File: config.mk
export PLATFORM = sky130hd
export DESIGN_NAME = baud_div_top
export DESIGN_NICKNAME = d
export VERILOG_FILES = /design/src/rtl/brg_pkg.sv /design/src/rtl/brg_latches.sv /design/src/rtl/brg_counter.sv /design/src/rtl/brg_shaper.sv /design/src/rtl/baud_div_top.sv
export SDC_FILE = /design/constraint.sdc
export NUM_CORES = 1
export LEC_CHECK = 0
export ABC_AREA = 1
export BUFFER_PORTS_ARGS = -buffer_cell sky130_fd_sc_hd__buf_4
export CAP_MARGIN = 15
export CORE_MARGIN = 2
export CORE_UTILIZATION = 49
export DETAILED_ROUTE_END_ITERATION = 8
export GPL_TIMING_DRIVEN = 0
export PLACE_DENSITY = 0.71
export SETUP_SLACK_MARGIN = 0.4
export SKIP_CTS_REPAIR_TIMING = 1
export SYNTH_ARGS = -nofsm -noshare
export SYNTH_HDL_FRONTEND = slang
export SYNTH_SLANG_ARGS = --single-unit
export TNS_END_PERCENT = 20
File: constraint.sdc
create_clock -name clk -period 6.3 [get_ports clk]
set_input_delay 0.945 -clock clk [delete_from_list [all_inputs] [get_ports clk]]
set_output_delay 0.945 -clock clk [all_outputs]
set_load 0.05 [all_outputs]
File: src/rtl/brg_pkg.sv
package brg_pkg;
  // output shaping class picked from the active divisor
  typedef enum logic [1:0] {
    SHAPE_PULSE = 2'd0,  // low two cycles, then high
    SHAPE_HALF  = 2'd1,  // divide by two, even duty
    SHAPE_PASS  = 2'd2   // inverted reference clock
  } shape_e;

  localparam int unsigned ZERO_DIV_PERIOD = 3;
endpackage

File: src/rtl/brg_latches.sv
module brg_latches #(
  parameter int DIV_W  = 16,
  parameter int BYTE_W = 8,
  parameter int SEL_W  = 1
) (
  input  logic              clk,
  input  logic              rst,
  input  logic              wr_en,
  input  logic [SEL_W-1:0]  wr_sel,
  input  logic [BYTE_W-1:0] wr_data,
  output logic [DIV_W-1:0]  div_q,
  output logic [DIV_W-1:0]  div_d
);
  localparam int LANES = DIV_W / BYTE_W;

  for (genvar g = 0; g < LANES; g++) begin : g_lane
    logic              hit;
    logic [BYTE_W-1:0] lane_q;

    assign hit = wr_en && (wr_sel == SEL_W'(g));
    assign div_d[g*BYTE_W +: BYTE_W] = hit ? wr_data : lane_q;
    assign div_q[g*BYTE_W +: BYTE_W] = lane_q;

    always_ff @(posedge clk) begin
      if (rst) lane_q <= '0;
      else     lane_q <= div_d[g*BYTE_W +: BYTE_W];
    end
  end
endmodule

File: src/rtl/brg_counter.sv
module brg_counter #(
  parameter int DIV_W = 16
) (
  input  logic             clk,
  input  logic             rst,
  input  logic             load,
  input  logic [DIV_W-1:0] div_d,
  output logic [DIV_W-1:0] cnt_d,
  output logic [DIV_W-1:0] period_m1
);
  import brg_pkg::*;

  logic [DIV_W-1:0] cnt_q;

  // last index of a period; zero stands for a three-cycle period
  always_comb begin
    if (div_d == '0) period_m1 = DIV_W'(ZERO_DIV_PERIOD - 1);
    else             period_m1 = div_d - DIV_W'(1);
  end

  always_comb begin
    if (load || cnt_q == '0) cnt_d = period_m1;
    else                     cnt_d = cnt_q - DIV_W'(1);
  end

  // reset parks at the end of a period so the next edge opens one
  always_ff @(posedge clk) begin
    if (rst) cnt_q <= '0;
    else     cnt_q <= cnt_d;
  end
endmodule

File: src/rtl/brg_shaper.sv
module brg_shaper #(
  parameter int DIV_W = 16
) (
  input  logic             clk,
  input  logic             rst,
  input  logic [DIV_W-1:0] cnt_d,
  input  logic [DIV_W-1:0] period_m1,
  input  logic [DIV_W-1:0] div_q,
  output logic             tick,
  output logic             div_out
);
  import brg_pkg::*;

  shape_e           shape_d;
  shape_e           shape_q;
  logic             tick_d;
  logic             wave_d;
  logic             tick_q;
  logic             wave_q;

  always_comb begin
    if (period_m1 == '0)           shape_d = SHAPE_PASS;
    else if (period_m1 == DIV_W'(1)) shape_d = SHAPE_HALF;
    else                           shape_d = SHAPE_PULSE;
  end

  assign tick_d = (cnt_d == period_m1);

  always_comb begin
    unique case (shape_d)
      SHAPE_PASS: wave_d = 1'b0;
      SHAPE_HALF: wave_d = (cnt_d == '0);
      default:    wave_d = (cnt_d < period_m1 - DIV_W'(1));
    endcase
  end

  always_ff @(posedge clk) begin
    if (rst) begin
      tick_q  <= 1'b0;
      wave_q  <= 1'b1;
      shape_q <= SHAPE_PULSE;
    end else begin
      tick_q  <= tick_d;
      wave_q  <= wave_d;
      shape_q <= shape_d;
    end
  end

  // divide-by-one follows the reference directly
  assign tick    = tick_q;
  assign div_out = (div_q == DIV_W'(1) && shape_q == SHAPE_PASS) ? ~clk : wave_q;
endmodule

File: src/rtl/baud_div_top.sv
module baud_div_top #(
  parameter int DIV_W  = 16,
  parameter int BYTE_W = 8,
  parameter int SEL_W  = $clog2(DIV_W / BYTE_W)
) (
  input  logic              clk,
  input  logic              rst,
  input  logic              wr_en,
  input  logic [SEL_W-1:0]  wr_sel,
  input  logic [BYTE_W-1:0] wr_data,
  output logic              tick,
  output logic              div_out
);
  logic [DIV_W-1:0] div_q;
  logic [DIV_W-1:0] div_d;
  logic [DIV_W-1:0] cnt_d;
  logic [DIV_W-1:0] period_m1;

  brg_latches #(.DIV_W(DIV_W), .BYTE_W(BYTE_W), .SEL_W(SEL_W)) u_latch (
    .clk(clk), .rst(rst), .wr_en(wr_en), .wr_sel(wr_sel),
    .wr_data(wr_data), .div_q(div_q), .div_d(div_d)
  );

  brg_counter #(.DIV_W(DIV_W)) u_cnt (
    .clk(clk), .rst(rst), .load(wr_en), .div_d(div_d),
    .cnt_d(cnt_d), .period_m1(period_m1)
  );

  brg_shaper #(.DIV_W(DIV_W)) u_shape (
    .clk(clk), .rst(rst), .cnt_d(cnt_d), .period_m1(period_m1),
    .div_q(div_q), .tick(tick), .div_out(div_out)
  );
endmodule

==> impl_metrics.csv <==
group,metric,value,unit
outcome,status,"completed",
worst_setup_path,cp_cell_sequence,"clkbuf_8, clkbuf_8, o21ai_0, buf_4",
worst_setup_path,cp.arrival,3740,ps
worst_setup_path,path_max_fanout,2,
sta,setup_tns,0,ps
grt,antenna_found_initial,0,
final_layout,final_area,0.00390,sq mm
drt,drtAntennaViolNets,0,
clock_network,clk_pin_slew,80,ps
placed_design,place_area,0.00375,sq mm
final_layout,fin_cells,729,
sta,tightest_slew,718,ps
final_layout,nFillCells,738,
grt,grt_start_max_net_pins,12,
placed_design,post-place-cells,718,
worst_setup_path,max_stage_delay,220,ps
worst_setup_path,cp.buffers_inverters,3,
worst_setup_path,cp-start-kind,"clock port",
drt,wl_met2,4290,um
logic_synthesis,synth_cells,610,
drt,remaining_drc_errors,0,
logic_synthesis,ys_types,33,
worst_setup_path,critPathKind,"clk2out",
logic_synthesis,synth-edff-count,0,
floorplan,floorplan.die.width,89.0,um
sta,setup_ws,1610,ps
drt,dr.pass1.iters,6,
sta,report.final.slew_viol_count,0,
placed_design,io_buffers,12,
drt,routed_via_density,5.35,
final_layout,antenna_cells,0,
worst_setup_path,crit_slowest_cell,"buf_4",
sta,holdWs,615,ps
sta,slew_headroom,0.521,
power_and_ir_drop,finalPower,0.956,mW
worst_setup_path,worstPathRequired,5350,ps
floorplan,start_util,0.513,
grt,grt_overflow_total,0,
drt,wl_per_cell,14.1,um
worst_setup_path,critPathCaptureType,"output pin",
power_and_ir_drop,p_leak,2.07,nW
drt,drt_iter0_markers,298,
power_and_ir_drop,vdd_ir_drop_max,0.154,mV
floorplan,die_h,89.0,um
final_layout,fin_nets,663,
clock_network,cts_tree,"built",
logic_synthesis,netlist_area,0.00354,sq mm
floorplan,ios,14,
drt,dr_total_vias,3898,
final_layout,area_growth,10.1,%
grt,track_usage,0.276,
logic_synthesis,ys_seq_elements,36,
worst_setup_path,critical-path-top-delay-family,"buffers and inverters",
sta,setup_violations,0,
clock_network,worstSkewPairLatency,390,ps
drt,wl,10300,um
logic_synthesis,synth_ff_type,"dfxtp_1",
drt,dr.max_layer_used,"met4",
placed_design,post-place-ws,1840,ps
power_and_ir_drop,combPwrFrac,0.454,
logic_synthesis,yosys_warnings,0,
min_path,hold_class,"reg2reg",
power_and_ir_drop,sw_frac_of_total,0.418,
sta,rsz0062_at_grt,"false",
floorplan,dieArea,0.00792,sq mm
logic_synthesis,async_flop_share,0,
sta,skew,9.85,ps
power_and_ir_drop,seqPwrFrac,0.275,
drt,wl_met3,734,um
worst_setup_path,worst_path_most_repeated_cell,"clkbuf_8",
logic_synthesis,yosysSeqAreaShare,0.204,
final_layout,drive_above_1_share,0.109,
power_and_ir_drop,power.switching,0.400,mW
run,maxCapViolCount,0,
grt,grt_pass1_wl,16600,um
final_layout,postLayoutCoreUtil,0.565,
logic_synthesis,avgSynthCellArea,5.80,sq um
power_and_ir_drop,intPower,0.557,mW
power_and_ir_drop,pwr-share-clk,0.270,
drt,wl_met1,5070,um
power_and_ir_drop,power.density,245,mW/mm^2
grt,grt_pass1_vias,3482,
sta,hold_viol,0,
placed_design,gp_congestion,0.994,
floorplan,core_area,0.00691,sq mm
logic_synthesis,synth.net_count,641,
floorplan,rows,30,
placed_design,dpl.hpwl,8460,um
synth_stat cells, drive strengths merged, types with 2 or more instances:
cell      n  area share
a21oi    16       0.023
nand4    17       0.030
nor2    114        0.13
or2       4      0.0071
nor3      6       0.012
ha       19       0.067
nand2   186        0.21
a21boi    2      0.0042
o211ai    4      0.0085
buf       8       0.016
o21ai    12       0.017
clkbuf    7      0.0074
clkinv    2      0.0021
xor2     20       0.049
nor4      2      0.0035
dfxtp    36        0.20
nand3    68        0.11
xnor2     6       0.015
inv      77       0.082
power groups by stage:
stage,clock [mW],sequential [mW],combinational [mW]
4_1_cts,0.261,0.263,0.428
3_3_place_gp,0.00791,0.267,0.417
5_1_grt,0.272,0.266,0.490
2_1_floorplan,0.00578,0.265,0.327
6_report,0.259,0.263,0.435
3_5_place_dp,0.00791,0.268,0.426
worst min-delay path, stage by stage (launching register included):
cell,delay (ps)
dfxtp_1,310
inv_1,60
nand2_1,60
nand2_1,90
nor2_1,40
flip-flops by register name, indices dropped and copies added (netlist names):
signal and cells:
u_cnt.cnt_q 16, u_latch.g_lane.lane_q 16, u_shape.wave_q 1, u_shape.shape_q 2
u_shape.tick 1
final timing paths:
path / start / slack (ps) / depth (start not counted) / to
max: clk / 1610 / 4 / div_out
min: u_latch.g_lane[0].lane_q[5]$_SDFF_PP0_ / 610 / 4 / u_latch.g_lane[0].lane_q[5]$_SDFF_PP0_
max reg2reg: u_cnt.cnt_q[0]$_SDFF_PP0_ / 2730 / 20 / u_shape.wave_q$_SDFF_PP1_
min reg2reg: u_latch.g_lane[0].lane_q[5]$_SDFF_PP0_ / 610 / 4 / u_latch.g_lane[0].lane_q[5]$_SDFF_PP0_
cell families after synthesis:
kind of cell | after synthesis | share of synthesized area
and+or+nand+nor | 398 | 0.499
xor gates and xnor gates | 26 | 0.0643
DFF | 36 | 0.204
adders and majority gates | 19 | 0.0671
buffers and inverters | 94 | 0.107
AOI/OAI and AO/OA | 37 | 0.0587
layout make-up:
class	instances	area (sq um)	area share
repair buffers	11	82.6	0.0212
plain buffers	15	83.8	0.0215
clock inverters	2	35.0	0.00898
flip-flops and latches	36	721	0.185
inverters	79	297	0.0760
well taps	96	120	0.0308
multi-input cells	480	2440	0.626
clock buffers	10	121	0.0311
metal layers:
metal / track usage / up-vias
li1: - / 1982
met1: 0.404 / 1766
met2: 0.409 / 135
met3: 0.0388 / 15
met4: 0.107 / 0
met5: 0 / -
layout by cell type, fill, tap and decap left out, types with 6 or more instances in the layout:
cell type,netlist,routed
o21ai_0,7,7
nor2_1,105,105
clkbuf_1,7,8
inv_1,71,71
nand4_1,17,17
a21oi_1,16,16
nor2_2,7,7
ha_1,19,19
clkbuf_8,0,8
nand3_2,9,9
dfxtp_1,36,36
buf_4,2,14
xnor2_1,6,6
xor2_1,20,20
nand2_2,9,9
inv_2,6,6
nand3_1,59,59
nand2_1,176,176
Note: power is estimated with default switching activity, not from simulation.
